[config.mk]
export PLATFORM = sky130hd
export DESIGN_NAME = spi_irq_unit
export DESIGN_NICKNAME = d
export VERILOG_FILES = /design/src/rtl/spi_irq_pkg.sv /design/src/rtl/spi_irq_decode.sv /design/src/rtl/spi_irq_status.sv /design/src/rtl/spi_irq_mask.sv /design/src/rtl/spi_irq_line.sv /design/src/rtl/spi_irq_unit.sv
export SDC_FILE = /design/constraint.sdc
export NUM_CORES = 1
export LEC_CHECK = 0
export ABC_CLOCK_PERIOD_IN_PS = 1250
export BUFFER_PORTS_ARGS = -buffer_cell sky130_fd_sc_hd__buf_2
export CORE_MARGIN = 5
export CORE_UTILIZATION = 43
export DETAILED_ROUTE_END_ITERATION = 7
export HOLD_SLACK_MARGIN = 0.12
export PLACE_DENSITY = 0.79
export SYNTH_ARGS = -nofsm -noshare
export SYNTH_HDL_FRONTEND = slang
export SYNTH_HIERARCHICAL = 1
export SYNTH_SLANG_ARGS = --single-unit
[constraint.sdc]
create_clock -name clk -period 1.25 [get_ports clk]
set_clock_uncertainty 0.2 [all_clocks]
set_input_delay 0.125 -clock clk [delete_from_list [all_inputs] [get_ports clk]]
set_output_delay 0.125 -clock clk [all_outputs]
set_load 0.03 [all_outputs]
[src/rtl/spi_irq_pkg.sv]
package spi_irq_pkg;

    // Register byte offsets; the software map depends on these values.
    localparam int unsigned OFS_STATUS  = 32'h04;
    localparam int unsigned OFS_SET_MSK = 32'h08;
    localparam int unsigned OFS_CLR_MSK = 32'h0C;
    localparam int unsigned OFS_MASK    = 32'h10;

    // Status / mask bit positions shared by all registers.
    localparam int unsigned BIT_MODE_FAULT = 1;
    localparam int unsigned BIT_TX_WMARK   = 2;
    localparam int unsigned BIT_TX_FULL    = 3;
    localparam int unsigned BIT_RX_AVAIL   = 4;

    typedef enum logic [1:0] {
        RD_NONE,
        RD_STATUS,
        RD_MASK
    } rd_src_e;

    typedef enum logic {
        LINE_IDLE,
        LINE_ACTIVE
    } line_state_e;

    typedef struct packed {
        logic clr_sts;
        logic set_msk;
        logic clr_msk;
    } wr_strobe_t;

endpackage

[src/rtl/spi_irq_decode.sv]
module spi_irq_decode
    import spi_irq_pkg::*;
#(
    parameter int unsigned ADDR_W = 8
) (
    input  logic              wr_i,
    input  logic              rd_i,
    input  logic [ADDR_W-1:0] addr_i,
    output wr_strobe_t        strb_o,
    output rd_src_e           rd_src_o
);

    localparam logic [ADDR_W-1:0] A_STATUS  = ADDR_W'(OFS_STATUS);
    localparam logic [ADDR_W-1:0] A_SET_MSK = ADDR_W'(OFS_SET_MSK);
    localparam logic [ADDR_W-1:0] A_CLR_MSK = ADDR_W'(OFS_CLR_MSK);
    localparam logic [ADDR_W-1:0] A_MASK    = ADDR_W'(OFS_MASK);

    always_comb begin
        strb_o.clr_sts = wr_i && (addr_i == A_STATUS);
        strb_o.set_msk = wr_i && (addr_i == A_SET_MSK);
        strb_o.clr_msk = wr_i && (addr_i == A_CLR_MSK);
    end

    always_comb begin
        rd_src_o = RD_NONE;
        if (rd_i) begin
            if (addr_i == A_STATUS)
                rd_src_o = RD_STATUS;
            else if (addr_i == A_MASK)
                rd_src_o = RD_MASK;
        end
    end

endmodule

[src/rtl/spi_irq_status.sv]
module spi_irq_status
    import spi_irq_pkg::*;
#(
    parameter int unsigned          NUM_SRC   = 7,
    parameter logic [NUM_SRC-1:0]   LEVEL_SRC = NUM_SRC'(1 << BIT_RX_AVAIL)
) (
    input  logic               clk,
    input  logic               rst_n,
    input  logic [NUM_SRC-1:0] evt_i,
    input  logic               clr_en_i,
    input  logic [NUM_SRC-1:0] clr_bits_i,
    output logic [NUM_SRC-1:0] sts_o
);

    logic [NUM_SRC-1:0] evt_q;
    logic [NUM_SRC-1:0] sts_q;
    logic [NUM_SRC-1:0] set_w;
    logic [NUM_SRC-1:0] clr_w;

    assign clr_w = clr_en_i ? clr_bits_i : '0;

    for (genvar i = 0; i < NUM_SRC; i++) begin : g_src
        if (LEVEL_SRC[i]) begin : g_level
            assign set_w[i] = evt_i[i];

            // a high level input keeps the bit set, clear or not
            p_level_hold_r4: assert property (@(posedge clk) disable iff (!rst_n)
                evt_i[i] |=> sts_q[i]);
        end else begin : g_edge
            assign set_w[i] = evt_i[i] & ~evt_q[i];

            // a rising input is captured on the next edge
            p_edge_set_r3: assert property (@(posedge clk) disable iff (!rst_n)
                (evt_i[i] && !evt_q[i]) |=> sts_q[i]);
        end

        // a set bit stays set unless a clear targets it
        p_sticky_r3: assert property (@(posedge clk) disable iff (!rst_n)
            (sts_q[i] && !(clr_en_i && clr_bits_i[i])) |=> sts_q[i]);

        // a clear with no competing set drops the bit
        p_clear_r5: assert property (@(posedge clk) disable iff (!rst_n)
            (clr_en_i && clr_bits_i[i] && !set_w[i]) |=> !sts_q[i]);

        // set and clear together leave the bit set
        p_set_wins_r6: assert property (@(posedge clk) disable iff (!rst_n)
            (clr_en_i && clr_bits_i[i] && set_w[i]) |=> sts_q[i]);
    end

    always_ff @(posedge clk or negedge rst_n) begin
        if (!rst_n) begin
            evt_q <= '0;
            sts_q <= '0;
        end else begin
            evt_q <= evt_i;
            sts_q <= (sts_q & ~clr_w) | set_w;
        end
    end

    assign sts_o = sts_q;

endmodule

[src/rtl/spi_irq_mask.sv]
module spi_irq_mask #(
    parameter int unsigned NUM_SRC = 7
) (
    input  logic               clk,
    input  logic               rst_n,
    input  logic               set_en_i,
    input  logic               clr_en_i,
    input  logic [NUM_SRC-1:0] bits_i,
    output logic [NUM_SRC-1:0] msk_o
);

    logic [NUM_SRC-1:0] msk_q;
    logic [NUM_SRC-1:0] set_w;
    logic [NUM_SRC-1:0] clr_w;

    assign set_w = set_en_i ? bits_i : '0;
    assign clr_w = clr_en_i ? bits_i : '0;

    always_ff @(posedge clk or negedge rst_n) begin
        if (!rst_n)
            msk_q <= '0;
        else
            msk_q <= (msk_q | set_w) & ~clr_w;
    end

    assign msk_o = msk_q;

    for (genvar i = 0; i < NUM_SRC; i++) begin : g_chk
        // enable port sets, disable port clears
        p_enable_r7: assert property (@(posedge clk) disable iff (!rst_n)
            (set_en_i && bits_i[i]) |=> msk_q[i]);
        p_disable_r7: assert property (@(posedge clk) disable iff (!rst_n)
            (clr_en_i && bits_i[i]) |=> !msk_q[i]);
    end

    // without a write to either port the mask holds
    p_mask_hold_r7: assert property (@(posedge clk) disable iff (!rst_n)
        (!set_en_i && !clr_en_i) |=> $stable(msk_q));

endmodule

[src/rtl/spi_irq_line.sv]
module spi_irq_line
    import spi_irq_pkg::*;
#(
    parameter int unsigned NUM_SRC = 7
) (
    input  logic               clk,
    input  logic               rst_n,
    input  logic [NUM_SRC-1:0] sts_i,
    input  logic [NUM_SRC-1:0] msk_i,
    output logic               irq_o
);

    line_state_e state_q;
    line_state_e state_d;
    logic        pending;

    assign pending = |(sts_i & msk_i);

    // Next state: ARM, RELEASE or STAY
    always_comb begin
        state_d = state_q;
        unique case (state_q)
            LINE_IDLE:   if (pending)  state_d = LINE_ACTIVE;
            LINE_ACTIVE: if (!pending) state_d = LINE_IDLE;
            default:     state_d = LINE_IDLE;
        endcase
    end

    always_ff @(posedge clk or negedge rst_n) begin
        if (!rst_n)
            state_q <= LINE_IDLE;
        else
            state_q <= state_d;
    end

    always_comb begin
        unique case (state_q)
            LINE_ACTIVE: irq_o = 1'b1;
            default:     irq_o = 1'b0;
        endcase
    end

    // line follows the enabled-pending condition one edge later
    p_irq_rise_r8: assert property (@(posedge clk) disable iff (!rst_n)
        pending |=> irq_o);
    p_irq_fall_r8: assert property (@(posedge clk) disable iff (!rst_n)
        !pending |=> !irq_o);

endmodule

[src/rtl/spi_irq_unit.sv]
module spi_irq_unit
    import spi_irq_pkg::*;
#(
    parameter int unsigned        ADDR_W    = 8,
    parameter int unsigned        DATA_W    = 32,
    parameter int unsigned        NUM_SRC   = 7,
    parameter logic [NUM_SRC-1:0] LEVEL_SRC = NUM_SRC'(1 << BIT_RX_AVAIL)
) (
    input  logic              clk,
    input  logic              rst_n,
    input  logic              bus_wr,
    input  logic              bus_rd,
    input  logic [ADDR_W-1:0] bus_addr,
    input  logic [DATA_W-1:0] bus_wdata,
    output logic [DATA_W-1:0] bus_rdata,
    input  logic [NUM_SRC-1:0] evt_i,
    output logic              irq_o
);

    wr_strobe_t         strb;
    rd_src_e            rd_src;
    logic [NUM_SRC-1:0] sts;
    logic [NUM_SRC-1:0] msk;
    logic [NUM_SRC-1:0] wbits;
    logic [DATA_W-1:0]  rdata_q;
    logic               unused_wdata_hi;

    assign wbits           = bus_wdata[NUM_SRC-1:0];
    assign unused_wdata_hi = ^bus_wdata[DATA_W-1:NUM_SRC];

    spi_irq_decode #(.ADDR_W(ADDR_W)) u_decode (
        .wr_i     (bus_wr),
        .rd_i     (bus_rd),
        .addr_i   (bus_addr),
        .strb_o   (strb),
        .rd_src_o (rd_src)
    );

    spi_irq_status #(.NUM_SRC(NUM_SRC), .LEVEL_SRC(LEVEL_SRC)) u_status (
        .clk        (clk),
        .rst_n      (rst_n),
        .evt_i      (evt_i),
        .clr_en_i   (strb.clr_sts),
        .clr_bits_i (wbits),
        .sts_o      (sts)
    );

    spi_irq_mask #(.NUM_SRC(NUM_SRC)) u_mask (
        .clk      (clk),
        .rst_n    (rst_n),
        .set_en_i (strb.set_msk),
        .clr_en_i (strb.clr_msk),
        .bits_i   (wbits),
        .msk_o    (msk)
    );

    spi_irq_line #(.NUM_SRC(NUM_SRC)) u_line (
        .clk   (clk),
        .rst_n (rst_n),
        .sts_i (sts),
        .msk_i (msk),
        .irq_o (irq_o)
    );

    always_ff @(posedge clk or negedge rst_n) begin
        if (!rst_n) begin
            rdata_q <= '0;
        end else if (bus_rd) begin
            unique case (rd_src)
                RD_STATUS: rdata_q <= DATA_W'(sts);
                RD_MASK:   rdata_q <= DATA_W'(msk);
                default:   rdata_q <= '0;
            endcase
        end
    end

    assign bus_rdata = rdata_q;

    // write-only and unmapped locations read back as zero
    p_wo_read_r2: assert property (@(posedge clk) disable iff (!rst_n)
        (bus_rd && bus_addr != ADDR_W'(OFS_STATUS) && bus_addr != ADDR_W'(OFS_MASK))
        |=> (bus_rdata == '0));

    // read data holds between read strobes
    p_rdata_hold_r2: assert property (@(posedge clk) disable iff (!rst_n)
        !bus_rd |=> $stable(bus_rdata));

endmodule

==> results.sh <==
export IMPL_yosysTopAreaCell="dfrtp_1"
export IMPL_slowest_stage="or4b_4"
export IMPL_period_share=1.324
export IMPL_synth_compound_area_frac=0.2072
export IMPL_globalplace_congestion=0.7273
export IMPL_yosys_area_share_simple=0.09131
export IMPL_path_cells="buf_8 -> or4b_4 -> nor4b_4 -> inv_1 -> ha_4 -> nand2b_4 -> o22ai_2"
export IMPL_critPathMaxStageDelay_ns=0.55
export IMPL_p_int_w=0.001231
export IMPL_core_area_mm2=0.003284
export IMPL_hold_end="bus_rdata[2]"
export IMPL_grtUsageTotal=0.1543
export IMPL_final_util=0.6251
export IMPL_placed_area_mm2=0.001634
export IMPL_synth_top_family_by_area="compound AO/OA/AOI/OAI gates"
export IMPL_p_seq_frac=0.552
export IMPL_drive_above_1_share=0.4070
export IMPL_grt_max_degree=29
export IMPL_cp_end_kind="register"
export IMPL_yosysUniqueCellTypes=22
export IMPL_areaGrowthSynthToFinish_pct=44.07
export IMPL_synth_edff_count=0
export IMPL_die_h_um=67.57
export IMPL_start_util=0.4339
export IMPL_period_needed_ns=1.655
export IMPL_mappedNetlistArea_mm2=0.001425
export IMPL_final_setup_viol_count=21
export IMPL_hold_path_class="in -> reg"
export IMPL_hpwl_um=2267
export IMPL_clk_pin_slew_ns=0.14
export IMPL_critPathKind="in -> reg"
export IMPL_cap_violations=0
export IMPL_clk_latency_ns=0.32
export IMPL_pwr_share_clk=0.250
export IMPL_p_sw_frac=0.2850
export IMPL_cp_start_kind="primary input"
export IMPL_cellPowerDensity_mw_per_mm2=838.9
export IMPL_drt_wl_total_um=3624
export IMPL_power_switching_w=0.0004909
export IMPL_yosysSeqAreaShare=0.4917
export IMPL_async_flop_share=1.000
export IMPL_ant_nets=0
export IMPL_fillCellCount=259
export IMPL_worstHoldStart="bus_rd"
export IMPL_r2r_slack_ns=0.04
export IMPL_drv_slew=0
export IMPL_fmax_ghz=0.6043
export IMPL_fin_tns_setup_ns=-6.051
export IMPL_layout_nets=253
export IMPL_grt_pass1_vias=1156
export IMPL_setup_slack_ns=-0.4047
export IMPL_startpoint="bus_addr[4]"
export IMPL_dr_pass1_iters=4
export IMPL_root_buffer="clkbuf_4"
export IMPL_drcViolationCount=0
export IMPL_clock_path_buffers=2
export IMPL_rows=21
export IMPL_post_synth_cell_area_avg_um2=10.88
export IMPL_cts_buffers=3
export IMPL_htree_levels=1
export IMPL_min_path_cells=3
export IMPL_status="finished, violations left"
export IMPL_cpLargestDelayFamily="simple AND/OR/NAND/NOR gates"
export IMPL_arrival_ns=1.67
export IMPL_r2r_start="u_mask/msk_o[3]"
export IMPL_synth_top_area_share=0.4917
export IMPL_path_buf_inv=2
export IMPL_grt_pass1_wl_um=5313
export IMPL_synth_xor_area_frac=0
export IMPL_routed_via_count=1166
export IMPL_syn_inst=131
export IMPL_clock_sinks=28
export IMPL_hold_buffers=16
export IMPL_ir_drop_mv=0.3231
export IMPL_synth_mux_area_frac=0
export IMPL_diodes=0
export IMPL_via_per_inst=4.759
export IMPL_drtIter0Drc=70
export IMPL_hold_violations=0
export IMPL_reg2reg_depth=2
export IMPL_worstPathRequired_ns=1.27
export IMPL_die_area_mm2=0.004566
export IMPL_die_width_um=67.57
export IMPL_synth_seq_cells=28
export IMPL_portBuffers=33
export IMPL_rsz0062_at_grt="true"
export IMPL_yosysWarningCount=6
export IMPL_violations="negative setup slack"
export IMPL_ios=84
export IMPL_leakagePower_nw=0.9515
export IMPL_synth_common_cells="dfrtp_1 (28), buf_4 (25), inv_1 (16), a21oi_1 (14), a22oi_1 (9)"
export IMPL_fin_area_mm2=0.002053
export IMPL_crit_path_max_fanout=7
export IMPL_grt_ovfl_total=0
export IMPL_cts_tree="yes"
export IMPL_timing_rr_end="u_line/state_q"
export IMPL_synth_area_top_cells="dfrtp_1 (49%), buf_4 (13%), o22ai_2 (6.1%)"
export IMPL_place_ws_ns=-0.8282
export IMPL_yosysMostFrequentCell="dfrtp_1"
export IMPL_ys_flop_type="dfrtp_1"
export IMPL_synthAdderAreaFrac=0.01756
export IMPL_combPwrFrac=0.198
export IMPL_wl_per_cell_um=14.79
export IMPL_antenna_found_initial=0
routing by layer:
layer	GRT usage	up-vias	part of all wire
met5	0	-	0
met1	0.1825	561	0.37
met3	0.02329	5	0.071
met4	0.06582	0	0.0080
met2	0.2746	54	0.55
li1	-	546	-
kinds of logic after synthesis:
family                   after synthesis
AO/OA/AOI/OAI                         38
adder cells (fa/ha/maj)                2
buffers and inverters                 43
flip-flops                            28
other                                  1
AND/OR/NAND/NOR                       19
repair_timing:
action	in CTS	in global routing
pin swaps	3	1
gates resized for setup	17	34
setup buffers	3	4
endpoints found under the setup margin	21	29
endpoints found under the hold margin	55	7
state kept, by name, summed over array words and instances (netlist names):
name            count
bus_rdata           7
u_mask/msk_o        7
u_status/sts_o      7
u_status/evt_q      6
u_line/state_q      1
area by class of cell:
cell class                 count  area [um^2]  share of cell area
timing repair buffer          67        535.5              0.2608
sequential                    28        700.7              0.3413
clock buffer                   4        36.28             0.01767
multi-input combinational     84        663.1              0.3230
tap                           46        57.56             0.02803
inverter                      16        60.06             0.02925
worst register-to-register path: cells and delay by family (launching register included):
family,cells,cell delay [ns]
flops,1,0.43
compound gates,1,0.36
simple gates,1,0.11
placed cells by master, fill, tap and decap left out, types with 3 or more instances in the layout:
cell type / instances
clkbuf_4: 3
nand2_1: 7
dlygate4sd3_1: 16
a22oi_1: 8
a21oi_2: 7
a22o_1: 6
buf_6: 12
dfrtp_1: 28
buf_4: 14
nor4_4: 3
inv_1: 16
o22ai_2: 7
buf_2: 24
a21oi_1: 7
conb_1: 25
worst max-delay path by stage:
stage / endpoint / cells past startpoint
after floorplan: bus_rdata[0] / 7
after global placement: bus_rdata[2] / 7
after detailed placement: bus_rdata[2] / 7
after CTS: bus_rdata[0] / 7
after global routing: bus_rdata[6] / 7
final: bus_rdata[0] / 7
through the flow:
step | instances | total power, W | hold slack (ns)
final | 245 | 0.001722 | 0.009954
after global routing | 245 | 0.001805 | 0.002469
after CTS | 243 | 0.001719 | -0.01044
after global placement | 220 | 0.001221 | -0.05920
after detailed placement | 220 | 0.001225 | -0.05653
after floorplan | 155 | 0.001183 | -0.3706
power by group through the flow:
stage	Clock [W]	Combinational, W	Sequential [W]
after CTS	0.000447	0.000323	0.000949
after detailed placement	0	0.000259	0.000966
final	0.000430	0.000341	0.000951
after global placement	0	0.000255	0.000965
after global routing	0.000484	0.000365	0.000956
after floorplan	0	0.000203	0.000980
Note: power is estimated with default switching activity, not from simulation.
